$ cat src/rtl/rob_pkg.sv
// Package: shared types for the reorder buffer.
// Assumes nothing beyond IEEE 1800-2017 packed structs.
package rob_pkg;

    // Per-slot status flags
    typedef struct packed {
        logic rdy;   // may retire
        logic sqd;   // flagged by a squash walk
    } ent_flags_t;

endpackage

$ cat src/rtl/rob_ptrs.sv
// Module: rob_ptrs
// Keeps the oldest-slot index, the next-write index and an explicit
// occupancy counter. Assumes DEPTH is a power of two, so the indices wrap
// naturally, and that the caller never inserts when full or removes when empty.
module rob_ptrs #(
    parameter int DEPTH = 8,
    localparam int IDX_W = $clog2(DEPTH),
    localparam int CNT_W = IDX_W + 1
) (
    input  logic             clk,
    input  logic             rst_n,
    input  logic             ins,
    input  logic             rem,
    output logic [IDX_W-1:0] head,
    output logic [IDX_W-1:0] tail,
    output logic [CNT_W-1:0] count
);

    // Advance the indices and track the occupancy
    always_ff @(posedge clk) begin
        if (!rst_n) begin
            head  <= '0;
            tail  <= '0;
            count <= '0;
        end else begin
            if (ins) tail <= tail + 1'b1;
            if (rem) head <= head + 1'b1;
            if (ins && !rem)      count <= count + 1'b1;
            else if (!ins && rem) count <= count - 1'b1;
        end
    end

endmodule

$ cat src/rtl/rob_store.sv
// Module: rob_store
// Slot storage: the payload and the status flags of each slot. A write
// clears the flags. A completion sets ready. A squash mark sets both ready
// and squashed. Assumes a write never targets a slot that is marked in the
// same cycle (dispatch is held off during a walk).
module rob_store
    import rob_pkg::*;
#(
    parameter int DEPTH = 8,
    parameter int PC_W  = 32,
    parameter int SEQ_W = 16,
    localparam int IDX_W = $clog2(DEPTH)
) (
    input  logic             clk,
    input  logic             rst_n,
    input  logic             wr_en,
    input  logic [IDX_W-1:0] wr_idx,
    input  logic [PC_W-1:0]  wr_pc,
    input  logic [PC_W-1:0]  wr_npc,
    input  logic [SEQ_W-1:0] wr_seq,
    input  logic             cm_en,
    input  logic [IDX_W-1:0] cm_idx,
    input  logic [DEPTH-1:0] mark,
    output logic [PC_W-1:0]  pc_arr  [DEPTH],
    output logic [PC_W-1:0]  npc_arr [DEPTH],
    output logic [SEQ_W-1:0] seq_arr [DEPTH],
    output ent_flags_t       flg_arr [DEPTH]
);

    for (genvar e = 0; e < DEPTH; e++) begin : g_slot
        // Update one slot: payload on write, flags on completion or squash
        always_ff @(posedge clk) begin
            if (!rst_n) begin
                pc_arr[e]  <= '0;
                npc_arr[e] <= '0;
                seq_arr[e] <= '0;
                flg_arr[e] <= '0;
            end else if (wr_en && wr_idx == IDX_W'(e)) begin
                pc_arr[e]  <= wr_pc;
                npc_arr[e] <= wr_npc;
                seq_arr[e] <= wr_seq;
                flg_arr[e] <= '0;
            end else if (mark[e]) begin
                flg_arr[e] <= '{rdy: 1'b1, sqd: 1'b1};
            end else if (cm_en && cm_idx == IDX_W'(e)) begin
                flg_arr[e].rdy <= 1'b1;
            end
        end
    end

endmodule

$ cat src/rtl/rob_walk.sv
// Module: rob_walk
// Squash walker. When started, it records the squash point and a start
// slot. Each cycle it then checks up to SQ_W slots, newest to oldest. It
// marks every slot that does not match, and finishes on a match, after
// marking the oldest slot, or when the buffer is empty. Assumes that the
// head index and the occupancy stay stable while it is busy.
module rob_walk #(
    parameter int DEPTH = 8,
    parameter int SQ_W  = 2,
    parameter int SEQ_W = 16,
    localparam int IDX_W = $clog2(DEPTH),
    localparam int CNT_W = IDX_W + 1
) (
    input  logic             clk,
    input  logic             rst_n,
    input  logic             start,
    input  logic [IDX_W-1:0] start_ptr,
    input  logic [SEQ_W-1:0] req_seq,
    input  logic [IDX_W-1:0] head,
    input  logic [CNT_W-1:0] count,
    input  logic [SEQ_W-1:0] seq_arr [DEPTH],
    output logic [DEPTH-1:0] mark,
    output logic             busy,
    output logic [IDX_W-1:0] ptr,
    output logic [SEQ_W-1:0] tgt
);

    logic             fin;
    logic [IDX_W-1:0] nxt;

    // Lane chain: decide this cycle's marks and where the walk goes next
    always_comb begin
        logic stop;
        mark = '0;
        fin  = 1'b0;
        stop = 1'b0;
        nxt  = ptr;
        for (int k = 0; k < SQ_W; k++) begin
            if (busy && !stop) begin
                if (count == '0 || seq_arr[nxt] == tgt) begin
                    fin  = 1'b1;
                    stop = 1'b1;
                end else begin
                    mark[nxt] = 1'b1;
                    if (nxt == head) begin
                        fin  = 1'b1;
                        stop = 1'b1;
                    end else begin
                        nxt = nxt - 1'b1;
                    end
                end
            end
        end
    end

    // Walk state: start, step, or finish
    always_ff @(posedge clk) begin
        if (!rst_n) begin
            busy <= 1'b0;
            ptr  <= '0;
            tgt  <= '0;
        end else if (start) begin
            busy <= 1'b1;
            ptr  <= start_ptr;
            tgt  <= req_seq;
        end else if (busy && fin) begin
            busy <= 1'b0;
        end else if (busy) begin
            ptr  <= nxt;
        end
    end

endmodule

$ cat src/rtl/rob_top.sv
// Module: rob_top
// Reorder buffer top: combines the pointers, the slot storage and the squash
// walker, and gates dispatch, retirement and squash acceptance. Assumes
// DEPTH is a power of two, SQ_W >= 1, and that sequence numbers increase
// with program order and do not wrap.
module rob_top
    import rob_pkg::*;
#(
    parameter int DEPTH = 8,
    parameter int SQ_W  = 2,
    parameter int PC_W  = 32,
    parameter int SEQ_W = 16,
    localparam int IDX_W = $clog2(DEPTH),
    localparam int CNT_W = IDX_W + 1
) (
    input  logic             clk,
    input  logic             rst_n,
    input  logic             disp_valid,
    output logic             disp_ready,
    input  logic [PC_W-1:0]  disp_pc,
    input  logic [PC_W-1:0]  disp_npc,
    input  logic [SEQ_W-1:0] disp_seq,
    output logic [IDX_W-1:0] disp_idx,
    input  logic             cmpl_valid,
    input  logic [IDX_W-1:0] cmpl_idx,
    input  logic             retire_en,
    output logic             head_ready,
    output logic             head_squashed,
    input  logic             squash_valid,
    input  logic [SEQ_W-1:0] squash_seq,
    output logic             squash_done,
    output logic [CNT_W-1:0] free_cnt,
    output logic [PC_W-1:0]  head_pc,
    output logic [PC_W-1:0]  head_npc,
    output logic [SEQ_W-1:0] head_seq,
    output logic [PC_W-1:0]  tail_pc,
    output logic [SEQ_W-1:0] tail_seq
);

    logic [IDX_W-1:0] head_q, tail_q, newest, walk_ptr, start_ptr;
    logic [CNT_W-1:0] count_q;
    logic [DEPTH-1:0] mark;
    logic             walk_busy, disp_fire, ret_fire, sq_accept;
    logic [SEQ_W-1:0] walk_tgt, walk_seq;
    logic [PC_W-1:0]  pc_arr  [DEPTH];
    logic [PC_W-1:0]  npc_arr [DEPTH];
    logic [SEQ_W-1:0] seq_arr [DEPTH];
    ent_flags_t       flg_arr [DEPTH];

    // Handshake gating for dispatch, retirement and squash start
    always_comb begin
        disp_ready = (count_q != CNT_W'(DEPTH)) && !walk_busy;
        disp_fire  = disp_valid && disp_ready;
        head_ready = (count_q != '0) && flg_arr[head_q].rdy && !walk_busy;
        ret_fire   = retire_en && head_ready;
        sq_accept  = squash_valid && !walk_busy && (count_q != '0);
        newest     = tail_q - 1'b1;
        start_ptr  = disp_fire ? tail_q : newest;
        walk_seq   = seq_arr[walk_ptr];
    end

    // Status and head/tail views
    assign disp_idx      = tail_q;
    assign squash_done   = !walk_busy;
    assign free_cnt      = CNT_W'(DEPTH) - count_q;
    assign head_squashed = flg_arr[head_q].sqd;
    assign head_pc       = pc_arr[head_q];
    assign head_npc      = npc_arr[head_q];
    assign head_seq      = seq_arr[head_q];
    assign tail_pc       = pc_arr[newest];
    assign tail_seq      = seq_arr[newest];

    rob_ptrs #(.DEPTH(DEPTH)) u_ptrs (
        .clk   (clk),
        .rst_n (rst_n),
        .ins   (disp_fire),
        .rem   (ret_fire),
        .head  (head_q),
        .tail  (tail_q),
        .count (count_q)
    );

    rob_store #(.DEPTH(DEPTH), .PC_W(PC_W), .SEQ_W(SEQ_W)) u_store (
        .clk     (clk),
        .rst_n   (rst_n),
        .wr_en   (disp_fire),
        .wr_idx  (tail_q),
        .wr_pc   (disp_pc),
        .wr_npc  (disp_npc),
        .wr_seq  (disp_seq),
        .cm_en   (cmpl_valid),
        .cm_idx  (cmpl_idx),
        .mark    (mark),
        .pc_arr  (pc_arr),
        .npc_arr (npc_arr),
        .seq_arr (seq_arr),
        .flg_arr (flg_arr)
    );

    rob_walk #(.DEPTH(DEPTH), .SQ_W(SQ_W), .SEQ_W(SEQ_W)) u_walk (
        .clk       (clk),
        .rst_n     (rst_n),
        .start     (sq_accept),
        .start_ptr (start_ptr),
        .req_seq   (squash_seq),
        .head      (head_q),
        .count     (count_q),
        .seq_arr   (seq_arr),
        .mark      (mark),
        .busy      (walk_busy),
        .ptr       (walk_ptr),
        .tgt       (walk_tgt)
    );

endmodule

$ cat config.mk
export PLATFORM = sky130hd
export DESIGN_NAME = rob_top
export DESIGN_NICKNAME = d
export VERILOG_FILES = /design/src/rtl/rob_pkg.sv /design/src/rtl/rob_ptrs.sv /design/src/rtl/rob_store.sv /design/src/rtl/rob_walk.sv /design/src/rtl/rob_top.sv
export SDC_FILE = /design/constraint.sdc
export NUM_CORES = 2
export LEC_CHECK = 0
export CAP_MARGIN = 20
export CORE_MARGIN = 4
export CORE_UTILIZATION = 50
export DETAILED_ROUTE_END_ITERATION = 7
export DONT_BUFFER_PORTS = 1
export PLACE_DENSITY = 0.66
export SLEW_MARGIN = 40
export SYNTH_ARGS = -nofsm -noshare
export SYNTH_HDL_FRONTEND = slang
export SYNTH_SLANG_ARGS = --single-unit
$ cat constraint.sdc
create_clock -name clk -period 8.59 [get_ports clk]
set_input_delay 1.718 -clock clk [delete_from_list [all_inputs] [get_ports clk]]
set_output_delay 1.718 -clock clk [all_outputs]
set_load 0.005 [all_outputs]
==> key figures <==
Clock network
  – CTS Root Cell: clkbuf_16
  – Post-CTS setup buffer count: 0
  – Clk sink count: just under 700
  – CTS Buf Count: between 70 and 80
  – Longest Clk Path Bufs: 3
  – TritonCTS clock tree: yes
  – H-tree level count: 3
  – PostCTS Resize Cnt: 0
  – CTS Hold Buffers Added: 0
  – Clock Pin Slew Worst Setup and Hold Paths: around 0.06 ns
  – Later-pin clock latency in the skew report: between 0.6 and 0.7 ns

Global routing
  – GRT Resource Usage Total: 29.8%
  – First-pass GRT wire length: ~180000 µm
  – Grt total ovfl: 0
  – Largest net degree at the start of global routing: between 600 and 700
  – Vias in the first global route: about 29000
  – Antenna violations before repair: 0

Drt
  – DR vias/cell: between 6 and 7
  – Post-DRT Antenna Nets: 0
  – DRC errors left: 0
  – Vias post-DR: between 20000 and 30000
  – DRT iter0 DRCs: 3297
  – Final WL: approximately 120000 µm
  – Mean routed wirelength per cell: 25.2 µm
  – TritonRoute pass-1 iters: 6

Cells and area
  – Final #Nets: ~3900
  – Share of cells above drive strength 1: ~16%
  – Antenna cells: 0
  – FF/Latch Area: between 0.01 and 0.015 mm²
  – Area Growth Syn to Fin: 6.64%
  – Core Util, Final: 54.0%
  – Final non-filler cell total: 4770
  – Multi-input logic area: 0.0216 mm²
  – Filler cells: approximately 6500
  – Final instance area: roughly 0.04 mm²

Timing
  – Hold Vio Cnt, Final: 0
  – Slew Viols, Final: between 500 and 600
  – Final setup violation count: 0
  – TNS Setup: 0 ns
  – Worst slew margin: -103%
  – Min Hold Slack: 0.463 ns
  – Fin crit share: 74.9%
  – Final min period: roughly 6.4 ns
  – Worst setup slack after layout: about 2.2 ns
  – Max frequency: ~160 MHz
  – Clock skew: between 0.02 and 0.03 ns
  – RSZ-0062 raised after global routing: false
  – Tightest Pin Transition: 3.04 ns

Setup path
  – Flop2flop setup slack: ~2.2 ns
  – Worst Path Max Fanout: 42
  – Setup Crit Path Kind: reg2reg
  – Worst setup SP type: register
  – R2R Path Start: u_walk.ptr[0]$_SDFFE_PN0P_
  – Worst Path Arrival: 6.93 ns
  – Worst Setup End Kind: register
  – Critical Path RT: 9.09 ns
  – Worst r2r path cells: 17
  – FF-to-FF End: u_store.flg_arr[3]$_SDFFE_PP0P_

Floorplan
  – Total die area: around 0.079 mm²
  – Starting Density: 50.7%
  – Core footprint: between 0.07 and 0.08 mm²
  – Die Ht: 280 µm
  – Die width: 280 µm
  – Row count: between 90 and 100
  – IO Count: 244

Synth
  – Synth top area share: around 37%
  – Net Count, Synth: roughly 4200
  – Mapped Cells: between 4000 and 5000
  – Yosys top cell by area: dfxtp_1
  – Synth area leaders: dfxtp_1 37%, mux4_2 16%, nand2_1 14%
  – Mean Syn Cell Area: between 9 and 10 µm²
  – Synthesis warning total: 0
  – Seq cells post-synth: ~700
  – Distinct cells, synth: 69
  – Mapped cell area: 0.0371 mm²
  – Most instantiated cells after synthesis: 1361 x nand2_1, 686 x dfxtp_1, 664 x a21boi_0
  – Most common cell in the netlist: nand2_1
  – Ys async rst share: 0%
  – Seq/Total Area, Yosys: 37.0%
  – Main synth FF type: dfxtp_1
  – Post-synth EDFFs: 0

Pwr
  – Sw power: approximately 3.8 mW
  – Clock power frac: 31.8%
  – Seq pwr share: a little over a third
  – Total power: approximately 11 mW
  – Switching Fraction: 36.3%
  – VDD IR-drop max: 0.241 mV
  – Internal power: between 6 and 7 mW
  – Lkg Pwr: ~13 nW
  – Comb pwr share: between 30% and 40%
  – Power Dens Cells: 267 mW/mm²

Placement
  – Placed Instances: 4639
  – DP Wirelength: just under 70000 µm
  – I/O Buffers: 0
  – Dpl ws: around 2.2 ns
  – GPL Wtd Cong: 0.956
  – Placed inst area: roughly 0.037 mm²

Min path
  – HP Start: u_store.npc_arr[144]$_SDFFE_PN0P_
  – WHS Path Cells: 2
  – Hold Path Class: reg2reg
  – Worst Hold Endpoint: u_store.npc_arr[144]$_SDFFE_PN0P_

Status
  – Status: finished with violations
  – Failing checks: max-slew violations

Flow run
  – # Max-Cap Violations: 0
==> logic make-up after synthesis <==
group / synth area share [%]
compound gates: 17.3
xor+xnor: 0.897
fa+ha+maj: 0.526
buf+inv: 5.39
flops: 37.0
mux: 21.6
simple gates: 17.2
==> flip-flops by register name, indices dropped and copies added, names as in the netlist <==
name,cells
u_walk.ptr,3
u_ptrs.tail,3
u_store.flg_arr,16
u_store.seq_arr,128
u_walk.tgt,16
u_store.pc_arr,256
u_store.npc_arr,256
u_ptrs.count,4
u_walk.busy,1
u_ptrs.head,3
==> layer usage <==
layer,track usage [%],routed length (µm),vias to the layer above
met4,8.21,3240,0
met3,7.52,11900,237
met2,47.5,55100,1435
met1,40.7,49700,14700
li1,-,-,13600
met5,0,0,-
==> worst max-delay path, cell delays in order, from the launching register on <==
cell and delay [ns]:
dfxtp_2 0.84, buf_4 0.50, mux2_2 0.39, a22oi_1 0.18, o211ai_1 0.13, xnor2_1 0.25
and4_1 0.51, nand4_4 0.23, nand3_2 0.14, nand2_1 0.48, buf_4 0.42, a211o_1 0.33
a31o_1 0.22, a211o_1 0.33, or4_4 0.60, o311ai_1 0.46, nand2b_1 0.20, a31oi_1 0.09
==> power by group through the flow <==
stage                     Sequential (mW)  Combinational, mW  Clock (mW)
after CTS                            3.78               3.34        3.41
final                                3.80               3.40        3.35
after floorplan                      3.64               2.56           0
after detailed placement             3.85               3.33           0
after global routing                 3.83               3.61        3.53
after global placement               3.84               3.25           0
==> worst max path at each step <==
stage	start	endpoint	slack, ns	depth (start not counted)
after floorplan	u_ptrs.tail[0]$_SDFFE_PN0P_	tail_seq[1]	3.79	9
after global placement	u_walk.ptr[2]$_SDFFE_PN0P_	u_store.flg_arr[3]$_SDFFE_PP0P_	2.38	16
after detailed placement	u_walk.ptr[2]$_SDFFE_PN0P_	u_store.flg_arr[3]$_SDFFE_PP0P_	2.23	16
after CTS	u_walk.ptr[2]$_SDFFE_PN0P_	u_walk.ptr[1]$_SDFFE_PN0P_	2.24	16
after global routing	u_walk.ptr[0]$_SDFFE_PN0P_	u_store.flg_arr[3]$_SDFFE_PP0P_	1.85	17
final	u_walk.ptr[0]$_SDFFE_PN0P_	u_store.flg_arr[3]$_SDFFE_PP0P_	2.16	17
==> layout make-up <==
| cell class | count | area share [%] |
|---|---|---|
| tap | 959 | 3.03 |
| multi-input combinational | 2940 | 54.5 |
| inverter | 13 | 0.123 |
| clock buffer | 110 | 5.67 |
| sequential | 686 | 34.8 |
| clock inverter | 20 | 0.765 |
| timing repair buffer | 42 | 1.12 |
==> placed cells by master (no fill, tap or decap), types with 31 or more instances in the layout <==
cell       netlist  layout
nand3_1         44      40
mux4_2         270     270
nand2_1       1361    1356
and3_1          50      42
clkbuf_16        0      78
dfxtp_1        686     679
a21boi_0       664     664
a211oi_1        36      36
mux2i_1         40      40
o21ai_0         32      31
mux2_2         136     136
Power figures use the tool's default switching activity.
